## src/rtl/pixreg_pkg.sv

```systemverilog
package pixreg_pkg;

    typedef enum logic [2:0] {
        RG_VDUM = 3'd0,
        RG_DUM  = 3'd1,
        RG_CTE  = 3'd2,
        RG_DDUM = 3'd3,
        RG_BLUE = 3'd4,
        RG_ABUF = 3'd5,
        RG_ACT  = 3'd6,
        RG_DREF = 3'd7
    } region_e;

    typedef enum logic [2:0] {
        LC_DDUM = 3'd0,
        LC_DARK = 3'd1,
        LC_BLUE = 3'd2,
        LC_ABUF = 3'd3,
        LC_ACT  = 3'd4,
        LC_NONE = 3'd5
    } line_cls_e;

    localparam int COL_SEGS     = 16;
    localparam int LINE_SEGS    = 9;
    localparam int LEAD_CTE_SEG = 2;
    localparam int DREF_SEG     = 11;

    // region carried by each column segment, in readout order
    localparam region_e COL_SEG_REG [COL_SEGS] = '{
        RG_VDUM, RG_DUM, RG_CTE, RG_DUM, RG_DDUM, RG_BLUE, RG_ABUF, RG_ACT,
        RG_ABUF, RG_BLUE, RG_DDUM, RG_DREF, RG_DDUM, RG_DUM, RG_CTE, RG_DUM
    };

    // class of each line band, in readout order
    localparam line_cls_e LINE_SEG_CLS [LINE_SEGS] = '{
        LC_DDUM, LC_DARK, LC_DDUM, LC_BLUE, LC_ABUF, LC_ACT, LC_BLUE, LC_ABUF, LC_DDUM
    };

endpackage

```

## src/rtl/pixreg_col_decode.sv

```systemverilog
module pixreg_col_decode
    import pixreg_pkg::*;
#(
    parameter int IDX_W       = 12,
    parameter int LEAD_VD     = 4,
    parameter int LEAD_DUM_A  = 8,
    parameter int LEAD_DUM_B  = 5,
    parameter int LEAD_DD     = 5,
    parameter int BLUE_COLS   = 4,
    parameter int ABUF_COLS   = 16,
    parameter int ACTIVE_COLS = 3326,
    parameter int TRAIL_DD_A  = 8,
    parameter int DARK_COLS   = 39,
    parameter int TRAIL_DD_B  = 6,
    parameter int TRAIL_DUM_A = 3,
    parameter int TRAIL_DUM_B = 2
) (
    input  logic [IDX_W-1:0] col_idx,
    output region_e          col_cls,
    output logic             col_in,
    output logic             lead_cte,
    output logic             dref_span,
    output logic             dref_first,
    output logic             dref_last
);

    localparam int unsigned SEG_LEN [COL_SEGS] = '{
        LEAD_VD, LEAD_DUM_A, 1, LEAD_DUM_B, LEAD_DD, BLUE_COLS, ABUF_COLS, ACTIVE_COLS,
        ABUF_COLS, BLUE_COLS, TRAIL_DD_A, DARK_COLS, TRAIL_DD_B, TRAIL_DUM_A, 1, TRAIL_DUM_B
    };

    logic [31:0] col_w;
    assign col_w = 32'(col_idx);

    always_comb begin
        int unsigned hi;
        int unsigned lo;
        hi         = 0;
        col_cls    = RG_DUM;
        col_in     = 1'b0;
        lead_cte   = 1'b0;
        dref_span  = 1'b0;
        dref_first = 1'b0;
        dref_last  = 1'b0;
        for (int s = 0; s < COL_SEGS; s++) begin
            lo = hi + 1;
            hi = hi + SEG_LEN[s];
            if (!col_in && col_w >= lo && col_w <= hi) begin
                col_in  = 1'b1;
                col_cls = COL_SEG_REG[s];
                if (s == LEAD_CTE_SEG) lead_cte = 1'b1;
                if (s == DREF_SEG) begin
                    dref_span  = 1'b1;
                    dref_first = (col_w == lo);
                    dref_last  = (col_w == hi);
                end
            end
        end
    end

endmodule

```

## src/rtl/pixreg_line_decode.sv

```systemverilog
module pixreg_line_decode
    import pixreg_pkg::*;
#(
    parameter int IDX_W          = 12,
    parameter int LEAD_DD_LINES  = 6,
    parameter int DARK_LINES     = 12,
    parameter int MID_DD_LINES   = 8,
    parameter int BLUE_LINES     = 4,
    parameter int ABUF_LINES     = 16,
    parameter int ACTIVE_LINES   = 2504,
    parameter int TRAIL_DD_LINES = 4,
    parameter int CTE_LAST_LINE  = 1411
) (
    input  logic [IDX_W-1:0] line_idx,
    output line_cls_e        line_cls,
    output logic             cte_dark
);

    localparam int unsigned SEG_LEN [LINE_SEGS] = '{
        LEAD_DD_LINES, DARK_LINES, MID_DD_LINES, BLUE_LINES, ABUF_LINES,
        ACTIVE_LINES, BLUE_LINES, ABUF_LINES, TRAIL_DD_LINES
    };

    logic [31:0] line_w;
    assign line_w = 32'(line_idx);
    assign cte_dark = (line_w > CTE_LAST_LINE);

    always_comb begin
        int unsigned hi;
        int unsigned lo;
        logic        hit;
        hi       = 0;
        hit      = 1'b0;
        line_cls = LC_NONE;
        for (int s = 0; s < LINE_SEGS; s++) begin
            lo = hi + 1;
            hi = hi + SEG_LEN[s];
            if (!hit && line_w >= lo && line_w <= hi) begin
                hit      = 1'b1;
                line_cls = LINE_SEG_CLS[s];
            end
        end
    end

endmodule

```

## src/rtl/pixreg_dark_avg.sv

```systemverilog
module pixreg_dark_avg #(
    parameter int DATA_W    = 12,
    parameter int DARK_COLS = 39
) (
    input  logic              clk,
    input  logic              rst_n,
    input  logic              smp_en,
    input  logic              smp_first,
    input  logic              smp_last,
    input  logic [DATA_W-1:0] smp_data,
    output logic [DATA_W-1:0] dark_level,
    output logic              dark_upd
);

    localparam int SUM_W  = DATA_W + $clog2(DARK_COLS + 1);
    localparam int RSH    = SUM_W + $clog2(DARK_COLS);
    localparam int PROD_W = SUM_W + RSH + 1;
    localparam longint unsigned RECIP = ((64'd1 << RSH) + DARK_COLS - 1) / DARK_COLS;

    typedef struct packed {
        logic [SUM_W-1:0]  sum;
        logic [DATA_W-1:0] level;
        logic              upd;
    } avg_t;

    avg_t st_d, st_q;
    logic [SUM_W-1:0]  acc;
    logic [PROD_W-1:0] prod;

    always_comb begin
        st_d     = st_q;
        st_d.upd = 1'b0;
        acc      = (smp_first ? '0 : st_q.sum) + SUM_W'(smp_data);
        prod     = PROD_W'(acc) * PROD_W'(RECIP);
        if (smp_en) begin
            st_d.sum = acc;
            if (smp_last) begin
                st_d.level = DATA_W'(prod >> RSH);
                st_d.upd   = 1'b1;
            end
        end
    end

    always_ff @(posedge clk or negedge rst_n) begin
        if (!rst_n) st_q <= '0;
        else        st_q <= st_d;
    end

    assign dark_level = st_q.level;
    assign dark_upd   = st_q.upd;

    // the loaded level is the exact floor quotient of the line sum
    a_r9_exact_quotient: assert property (@(posedge clk) disable iff (!rst_n)
        st_q.upd |-> ((32'(st_q.level) * DARK_COLS <= 32'(st_q.sum)) &&
                      (32'(st_q.sum) - 32'(st_q.level) * DARK_COLS < DARK_COLS)));

    // the level moves only together with an update pulse
    a_r10_level_held: assert property (@(posedge clk) disable iff (!rst_n)
        !st_q.upd |-> $stable(st_q.level));

endmodule

```

## src/rtl/pixreg_tagger.sv

```systemverilog
module pixreg_tagger
    import pixreg_pkg::*;
#(
    parameter int DATA_W        = 12,
    parameter int IDX_W         = 12,
    parameter int MONO          = 0,
    parameter int ACTIVE_COLS   = 3326,
    parameter int DARK_COLS     = 39,
    parameter int ACTIVE_LINES  = 2504,
    parameter int DARK_LINES    = 12,
    parameter int CTE_LAST_LINE = 1411
) (
    input  logic              clk,
    input  logic              rst_n,
    input  logic              pix_vld,
    input  logic [IDX_W-1:0]  line_idx,
    input  logic [IDX_W-1:0]  col_idx,
    input  logic [DATA_W-1:0] pix_data,
    output logic [2:0]        region,
    output logic              dark_ok,
    output logic              act_stb,
    output logic [DATA_W-1:0] dark_level,
    output logic              dark_upd
);

    region_e   ccls;
    line_cls_e lcls;
    region_e   reg_c;
    logic      col_in, lead_cte, dref_span, dref_first, dref_last, cte_dark;

    pixreg_col_decode #(
        .IDX_W       (IDX_W),
        .ACTIVE_COLS (ACTIVE_COLS),
        .DARK_COLS   (DARK_COLS)
    ) i_col (
        .col_idx    (col_idx),
        .col_cls    (ccls),
        .col_in     (col_in),
        .lead_cte   (lead_cte),
        .dref_span  (dref_span),
        .dref_first (dref_first),
        .dref_last  (dref_last)
    );

    pixreg_line_decode #(
        .IDX_W         (IDX_W),
        .DARK_LINES    (DARK_LINES),
        .ACTIVE_LINES  (ACTIVE_LINES),
        .CTE_LAST_LINE (CTE_LAST_LINE)
    ) i_line (
        .line_idx (line_idx),
        .line_cls (lcls),
        .cte_dark (cte_dark)
    );

    always_comb begin
        reg_c = RG_DUM;
        if (col_in && lcls != LC_NONE) begin
            unique case (ccls)
                RG_VDUM, RG_DUM, RG_DDUM: reg_c = ccls;
                RG_CTE:  reg_c = (lead_cte && cte_dark) ? RG_DDUM : RG_CTE;
                RG_DREF: reg_c = (lcls == LC_DDUM) ? RG_DDUM : RG_DREF;
                default: begin
                    unique case (lcls)
                        LC_DDUM: reg_c = RG_DDUM;
                        LC_DARK: reg_c = RG_DREF;
                        LC_BLUE: reg_c = RG_BLUE;
                        LC_ABUF: reg_c = (ccls == RG_BLUE) ? RG_BLUE : RG_ABUF;
                        default: reg_c = ccls;
                    endcase
                end
            endcase
        end
        if (MONO != 0 && reg_c == RG_BLUE) reg_c = RG_ABUF;
    end

    assign region  = reg_c;
    assign act_stb = pix_vld && (reg_c == RG_ACT);
    assign dark_ok = pix_vld && (reg_c == RG_DREF);

    pixreg_dark_avg #(
        .DATA_W    (DATA_W),
        .DARK_COLS (DARK_COLS)
    ) i_avg (
        .clk        (clk),
        .rst_n      (rst_n),
        .smp_en     (dark_ok && dref_span),
        .smp_first  (dref_first),
        .smp_last   (dref_last),
        .smp_data   (pix_data),
        .dark_level (dark_level),
        .dark_upd   (dark_upd)
    );

    // image strobe only on image lines
    a_r7_act_on_image_line: assert property (@(posedge clk) disable iff (!rst_n)
        act_stb |-> (lcls == LC_ACT));

    // dark flag only from the trailing band or a shielded line
    a_r8_dark_source: assert property (@(posedge clk) disable iff (!rst_n)
        dark_ok |-> (dref_span || lcls == LC_DARK));

    // dark-dummy lines never yield dark reference
    a_r3_no_dref_on_ddum: assert property (@(posedge clk) disable iff (!rst_n)
        (lcls == LC_DDUM) |-> (region != 3'd7));

    // out-of-map indices raise no strobe
    a_r12_out_of_map_quiet: assert property (@(posedge clk) disable iff (!rst_n)
        (!col_in || lcls == LC_NONE) |-> (!act_stb && !dark_ok));

    // monochrome build never reports a blue buffer
    a_r11_mono_no_blue: assert property (@(posedge clk) disable iff (!rst_n)
        (MONO != 0) |-> (region != 3'd4));

endmodule

```

## config.mk

```make
export PLATFORM = sky130hd
export DESIGN_NAME = pixreg_tagger
export DESIGN_NICKNAME = d
export VERILOG_FILES = /design/src/rtl/pixreg_pkg.sv /design/src/rtl/pixreg_col_decode.sv /design/src/rtl/pixreg_line_decode.sv /design/src/rtl/pixreg_dark_avg.sv /design/src/rtl/pixreg_tagger.sv
export SDC_FILE = /design/constraint.sdc
export NUM_CORES = 1
export LEC_CHECK = 0
export BUFFER_PORTS_ARGS = -buffer_cell sky130_fd_sc_hd__buf_4
export CAP_MARGIN = 20
export CORE_MARGIN = 2
export CORE_UTILIZATION = 55
export CTS_CLUSTER_SIZE = 12
export DETAILED_ROUTE_END_ITERATION = 12
export PLACE_DENSITY_LB_ADDON = 0.12
export SLEW_MARGIN = 40
export SYNTH_ARGS = -nofsm -noshare
export SYNTH_HDL_FRONTEND = slang
export SYNTH_HIERARCHICAL = 1
export SYNTH_SLANG_ARGS = --single-unit
```

## constraint.sdc

```tcl
create_clock -name clk -period 11.7 [get_ports clk]
set_clock_uncertainty 0.15 [all_clocks]
set_input_delay 0.585 -clock clk [delete_from_list [all_inputs] [get_ports clk]]
set_output_delay 0.585 -clock clk [all_outputs]
set_load 0.01 [all_outputs]
```

==> results of run 1 <==
[worst paths after layout]
path / startpoint / end / slack [ps] / depth (start not counted)
setup / recovery: col_idx[9] / i_avg/dark_level[11] / 2860 / 32
hold / removal: rst_n / i_avg/dark_level[0] / 90 / 1
setup reg to reg: i_avg/st_q[14] / i_avg/dark_level[11] / 4050 / 27
hold reg to reg: i_avg/dark_level[3] / i_avg/dark_level[3] / 330 / 2
max in group asynchronous: rst_n / i_avg/st_q[21] / 10970 / 1
min in group clk: i_avg/dark_level[3] / i_avg/dark_level[3] / 330 / 2
[kinds of logic after synthesis]
| family | Yosys count | synth area share (%) |
|---|---|---|
| AO/OA/AOI/OAI | 175 | 15.7 |
| XOR/XNOR | 32 | 3.43 |
| adder cells (fa/ha/maj) | 225 | 40.8 |
| buffers and inverters | 243 | 12.2 |
| flip-flops | 31 | 9.48 |
| multiplexers | 17 | 2.29 |
| AND/OR/NAND/NOR | 224 | 16.0 |
[flip-flops by register name, indices dropped and copies added (netlist names)]
name,count
i_avg/dark_level,12
i_avg/dark_upd,1
i_avg/st_q,18
[through the flow]
stage	instances	worst slack [ps]	hold WS, ps	area [µm²]	utilization [%]
after floorplan	947	3360	139	8180	-
after global placement	1156	2780	321	8650	59.5
after detailed placement	1156	2630	319	8650	59.5
after CTS	1164	2910	106	8830	60.7
after global routing	1164	2230	128	8830	60.8
final	1164	2860	89.7	8830	60.8
[critical path, delay by kind of cell]
family	cells	cell delay, ps
buffers and inverters	7	850
and+or+nand+nor	7	1670
adders and majority gates	7	3140
AOI/OAI and AO/OA	9	2120
xor gates and xnor gates	2	500
[final cells by class]
| cell class | instances | area (µm²) |
|---|---|---|
| Fill cell | 1340 | 5700 |
| Inverter | 207 | 777 |
| Clock buffer | 6 | 139 |
| Sequential cell | 31 | 776 |
| Tap cell | 184 | 230 |
| Timing Repair Buffer | 61 | 458 |
| Multi-Input combinational cell | 673 | 6410 |
| Clock inverter | 2 | 35.0 |
[synthesized netlist by cell type (6+ instances only)]
cell	number	area [µm²]
xor2_1	11	96.3
clkbuf_1	13	48.8
nor2b_1	22	138
buf_2	7	35.0
or3_1	6	37.5
nor4_1	11	68.8
a31oi_1	6	37.5
nor3_1	18	90.1
o31ai_1	8	60.1
xnor2_1	21	184
a21oi_1	39	195
buf_4	13	97.6
o21a_1	7	52.6
nand4_1	7	43.8
o22ai_1	7	43.8
nand2_1	43	161
nand3_1	30	150
dfrtp_1	31	776
inv_1	206	773
fa_1	70	1400
nand2b_1	11	68.8
nor2_1	29	109
mux2_2	13	146
a21o_1	16	120
o21ai_0	27	135
ha_1	155	1940
[per-layer routing]
metal,part of all wire (%),wire [µm],global-route usage [%],up-vias
met5,0,0,0,-
met4,1.6,280,5.04,0
met3,3.9,685,3.40,21
met2,44,7830,35.8,115
met1,50,8860,35.3,3024
li1,-,-,-,3293
==> summary.log, run 1 <==
INFO  logic_synthesis post_synth_arst_share=100%
INFO  clock_network  clock_tree_from_tritoncts=yes
INFO  global_route   grt_antenna_before_repair=0
INFO  critical_path  timing.critical_path.from_type=input port
INFO  logic_synthesis postSynthCellCount=947
INFO  job            max_cap_viol_count=0
INFO  logic_synthesis postSynthAreaPerCell=8.64µm²
INFO  cells_and_area final_cell_mix=inv_1, ha_1, fa_1, buf_4, nand2_1
INFO  global_route   grt.total_usage=23.4%
INFO  route          drt-vias-per-instance=5.54
INFO  critical_path  worstSetupPathType=in2reg
INFO  cells_and_area total_inserted_antenna_cells=0
INFO  clock_network  clk_pin_slew_worst_paths=60ps
INFO  route          detail_route.iter0.violations=431
INFO  cells_and_area layout-drive-gt1-share=11.7%
INFO  place          dp.final_hpwl=15.0mm
INFO  route          drcViolationCount=0
INFO  floorplan      floorplan.die_area=15900µm²
INFO  sta            max_slew_margin=48.6%
INFO  floorplan      die_height=126µm
INFO  status         run_status=completed
INFO  floorplan      rows=44
INFO  logic_synthesis synth_warn=6
INFO  critical_path  cp_max_fo=27
INFO  route          wl_per_cell=15.2µm
INFO  logic_synthesis synth_fp_nets=1211
INFO  sta            rsz_0062_raised_after_global_routing=no
INFO  global_route   grt_overflow=0
INFO  cells_and_area final_common_cell=inv_1
INFO  critical_path  cp.required=11760ps
INFO  logic_synthesis synth_enable_flop_cells=0
INFO  critical_path  worst_path_slowest_cell=fa_1
INFO  clock_network  cts.path.max_buffers=2
INFO  logic_synthesis synth_cell_type_count=87
INFO  clock_network  cts-resized-gates=0
INFO  route          drt-pass1-iter-count=5
INFO  critical_path  worst_setup_path_end_kind=register
INFO  place          routabilityCongestion=0.949
INFO  global_route   global_route_wire_length_before_repair=30.6mm
INFO  floorplan      io_pins=57
INFO  route          via_count=6453
INFO  logic_synthesis synth.ff_latch_count=31
INFO  clock_network  clockRootBuffer=clkbuf_16
INFO  floorplan      horizontal_extent_of_the_die=126µm
INFO  sta            worst_slew_pin_tran=765ps
INFO  route          routed_wire_length=17.7mm
INFO  clock_network  htree_levels=2
INFO  floorplan      core=14500µm²
INFO  min_path       worstHoldPathType=in2async
INFO  global_route   first_global_vias=6243
INFO  sta            report.final.setup_viol=0
INFO  cells_and_area area_growth_syn_to_layout=7.95%
INFO  sta            finalCriticalPeriod=8840ps
INFO  place          portBuffers=56
INFO  clock_network  cts.sink_count=31
INFO  clock_network  cts_setup_buffers=0
INFO  sta            final_hold_violations=0
INFO  route          detail-route-antenna-nets=0
INFO  clock_network  tritoncts.num_buffers=5
INFO  floorplan      initial_core_util=56.3%
INFO  logic_synthesis synthesis.area=8180µm²
INFO  logic_synthesis seq_area_frac_synth=9.48%
INFO  cells_and_area nNetsFinal=1243
INFO  critical_path  critical_path.max_stage_delay=580ps
INFO  sta            achievable-frequency=0.113GHz
INFO  clock_network  clk_latency=290ps
INFO  sta            fin_crit_sh=75.6%
INFO  clock_network  postCtsHoldBufs=0
INFO  critical_path  worst_path_most_repeated_cell=inv_1
INFO  sta            post_route_setup_tns=0ps
INFO  logic_synthesis synth_flop_cell=dfrtp_1
INFO  critical_path  critPathArrivalTime=8900ps
INFO  sta            timing_max_transition_violations_final=0
INFO  global_route   maximum_number_of_pins_on_one_net_before_global_route_repair=32
Power of run 1 is left out: the tool's default activity adds up to more than one toggle a clock period on the data nets, which glitch-free logic cannot reach.
==> run 2: changes to the inputs <==
==> constraint.sdc (replaced) <==
create_clock -name clk -period 7.9 [get_ports clk]
set_clock_uncertainty 0.15 [all_clocks]
set_input_delay 0.395 -clock clk [delete_from_list [all_inputs] [get_ports clk]]
set_output_delay 0.395 -clock clk [all_outputs]
set_load 0.01 [all_outputs]
==> run 2 against run 1 <==
Worst setup slack got worse by 2500 ps. Register-to-register slack got worse by 3100 ps. Hold slack improved by 230 ps. Utilization rose by 5.6 points. Highest routed layer unchanged.
==> summary.log, run 2 (synthesized netlist as in run 1, its figures left out) <==
INFO  cells_and_area total_inserted_antenna_cells=0 [unchanged]
INFO  clock_network  htree_levels=2 [unchanged]
INFO  floorplan      rows=44 [unchanged]
INFO  floorplan      floorplan.die_area=15900µm² [unchanged]
INFO  route          drt-vias-per-instance=5.38 [was 5.54]
INFO  floorplan      core=14500µm² [unchanged]
INFO  critical_path  cp_max_fo=25 [was 27]
INFO  route          detail_route.iter0.violations=327 [was 431]
INFO  critical_path  worstSetupStartpoint=col_idx[9] [unchanged]
INFO  cells_and_area final_area=9640µm² [was 8830 µm²]
INFO  route          drcViolationCount=0 [unchanged]
INFO  sta            rsz_0062_raised_after_global_routing=yes [was no]
INFO  cells_and_area final_cell_mix=inv_1, ha_1, buf_4, fa_1, nand2_1 [was inv_1, ha_1, fa_1, buf_4, nand2_1]
INFO  place          placed_cells=1244 [was 1156]
INFO  status         run_status=completed [unchanged]
INFO  critical_path  critical_path.max_stage_delay=560ps [was 580 ps]
INFO  critical_path  timing.reg2reg.setup_slack=940ps [was 4050 ps]
INFO  cells_and_area area_growth_syn_to_layout=17.9% [was 7.95%]
INFO  place          routabilityCongestion=0.876 [was 0.949]
INFO  clock_network  clock_tree_from_tritoncts=yes [unchanged]
INFO  global_route   grt_antenna_before_repair=0 [unchanged]
INFO  sta            finalCriticalPeriod=7580ps
INFO  critical_path  critical_path.n_buffers_inverters=6 [was 7]
INFO  critical_path  r2r_cells=28 [was 27]
INFO  sta            max_slew_margin=48.2% [was 48.6%]
INFO  sta            fin_crit_sh=95.9%
INFO  sta            worst_slew_pin_tran=775ps [was 765 ps]
INFO  clock_network  clk_latency=290ps [about the same]
INFO  route          routed_wire_length=18.9mm [was 17.7 mm]
INFO  clock_network  tritoncts.num_buffers=5 [unchanged]
INFO  sta            post-route-worst-setup-slack=321ps [was 2860 ps]
INFO  critical_path  r2r-start=i_avg/st_q[13] [was i_avg/st_q[14]]
INFO  critical_path  cp.depth=31 [was 32]
INFO  cells_and_area nNetsFinal=1332 [was 1243]
INFO  route          detail-route-antenna-nets=0 [unchanged]
INFO  route          wl_per_cell=15.1µm [was 15.2 µm]
INFO  sta            timing_max_transition_violations_final=0 [unchanged]
INFO  floorplan      initial_core_util=56.3% [unchanged]
INFO  critical_path  cp.required=7970ps [was 11760 ps]
INFO  cells_and_area layout-drive-gt1-share=20.7% [was 11.7%]
INFO  clock_network  cts.sink_count=31 [unchanged]
INFO  sta            final_hold_violations=0 [unchanged]
INFO  sta            achievable-frequency=0.132GHz
INFO  cells_and_area final_common_cell=inv_1 [unchanged]
INFO  job            max_cap_viol_count=0 [unchanged]
INFO  sta            hold_slack=324ps [was 89.7 ps]
INFO  critical_path  path_delay_family=adder cells [unchanged]
INFO  route          drt-pass1-iter-count=5 [unchanged]
INFO  place          dpl-instance-area=9370µm² [was 8650 µm²]
INFO  min_path       min_delay_path_depth=2
INFO  route          via_count=6741 [was 6453]
INFO  critical_path  worst_setup_path_end_kind=register [unchanged]
INFO  global_route   grt_overflow=0 [unchanged]
INFO  floorplan      horizontal_extent_of_the_die=126µm [unchanged]
INFO  critical_path  timing.critical_path.from_type=input port [unchanged]
INFO  clock_network  cts.path.max_buffers=2 [unchanged]
INFO  critical_path  worst_path_most_repeated_cell=ha_1 [was inv_1]
INFO  min_path       worstHoldPathType=reg2reg [was in2async]
INFO  global_route   grt.total_usage=24.5% [was 23.4%]
INFO  critical_path  worstSetupPathType=in2reg [unchanged]
INFO  place          dp_worst_setup_slack=-63.2ps [was 2630 ps]
INFO  global_route   first_global_vias=6717 [was 6243]
INFO  sta            report.final.setup_viol=0 [unchanged]
INFO  floorplan      die_height=126µm [unchanged]
INFO  place          dp.final_hpwl=16.1mm [was 15.0 mm]
INFO  cells_and_area largest_register=i_avg/st_q [unchanged]
INFO  place          portBuffers=56 [unchanged]
INFO  min_path       worst_hold_path.endpoint=i_avg/dark_level[1]
INFO  critical_path  reg_to_reg_endpoint=i_avg/dark_level[8] [was i_avg/dark_level[11]]
INFO  critical_path  critPathArrivalTime=7650ps [was 8900 ps]
INFO  min_path       hold_path_startpoint=i_avg/dark_level[1]
INFO  floorplan      io_pins=57 [unchanged]
INFO  global_route   maximum_number_of_pins_on_one_net_before_global_route_repair=32 [unchanged]
INFO  critical_path  worst_path_slowest_cell=fa_1 [unchanged]
INFO  clock_network  clockRootBuffer=clkbuf_16 [unchanged]
INFO  clock_network  clk_pin_slew_worst_paths=50ps [was 60 ps]
INFO  cells_and_area largest_register_ff_count=18 [unchanged]
INFO  global_route   global_route_wire_length_before_repair=32.1mm [was 30.6 mm]
INFO  cells_and_area finish.cell_count_without_fillers=1253 [was 1164]
-- run 2: timing repair --
action | 4_1_cts | 5_1_grt
endpoints found under the hold margin | 31 | 0
setup endpoints to repair | 0 | 10
resized for setup | 0 | 17
hold buffers | 1 | 0
setup buffers | 0 | 0
-- run 2: layout make-up --
cell class | count | area (µm²)
clock buffers | 6 | 139
multi-input cells | 673 | 6530
fillers | 1253 | 4890
well taps | 184 | 230
inverters | 207 | 777
flip-flops and latches | 31 | 776
clock inverters | 2 | 35.0
repair buffers | 150 | 1150
-- run 2: per-layer routing --
| metal | track usage (%) | vias to the layer above | share of wire [%] |
|---|---|---|---|
| met4 | 4.91 | 0 | 1.4 |
| met3 | 3.10 | 21 | 2.7 |
| met2 | 40.3 | 105 | 47 |
| li1 | - | 3475 | - |
| met5 | 0 | - | 0 |
| met1 | 35.1 | 3140 | 49 |
-- run 2: metrics by stage --
step,setup TNS [ps],util [%]
after CTS,0,65.7
after floorplan,0,-
after detailed placement,-104,64.5
after global placement,-7.82,64.5
after global routing,-181,66.3
final,0,66.3
-- run 2: how the worst max path moves through the flow --
stage                                 endpoint  slack [ps]
after detailed placement   i_avg/dark_level[8]         -60
after CTS                  i_avg/dark_level[8]         220
after global routing       i_avg/dark_level[5]         -70
after floorplan            i_avg/dark_level[8]          10
after global placement     i_avg/dark_level[9]          -7
final                     i_avg/dark_level[10]         320
-- run 2: worst min-delay path: stages, from the launching register on --
cell and delay [ps]:
dfrtp_1 340, nand2_1 40, o21ai_0 60
Power of run 2 is left out for the same reason.
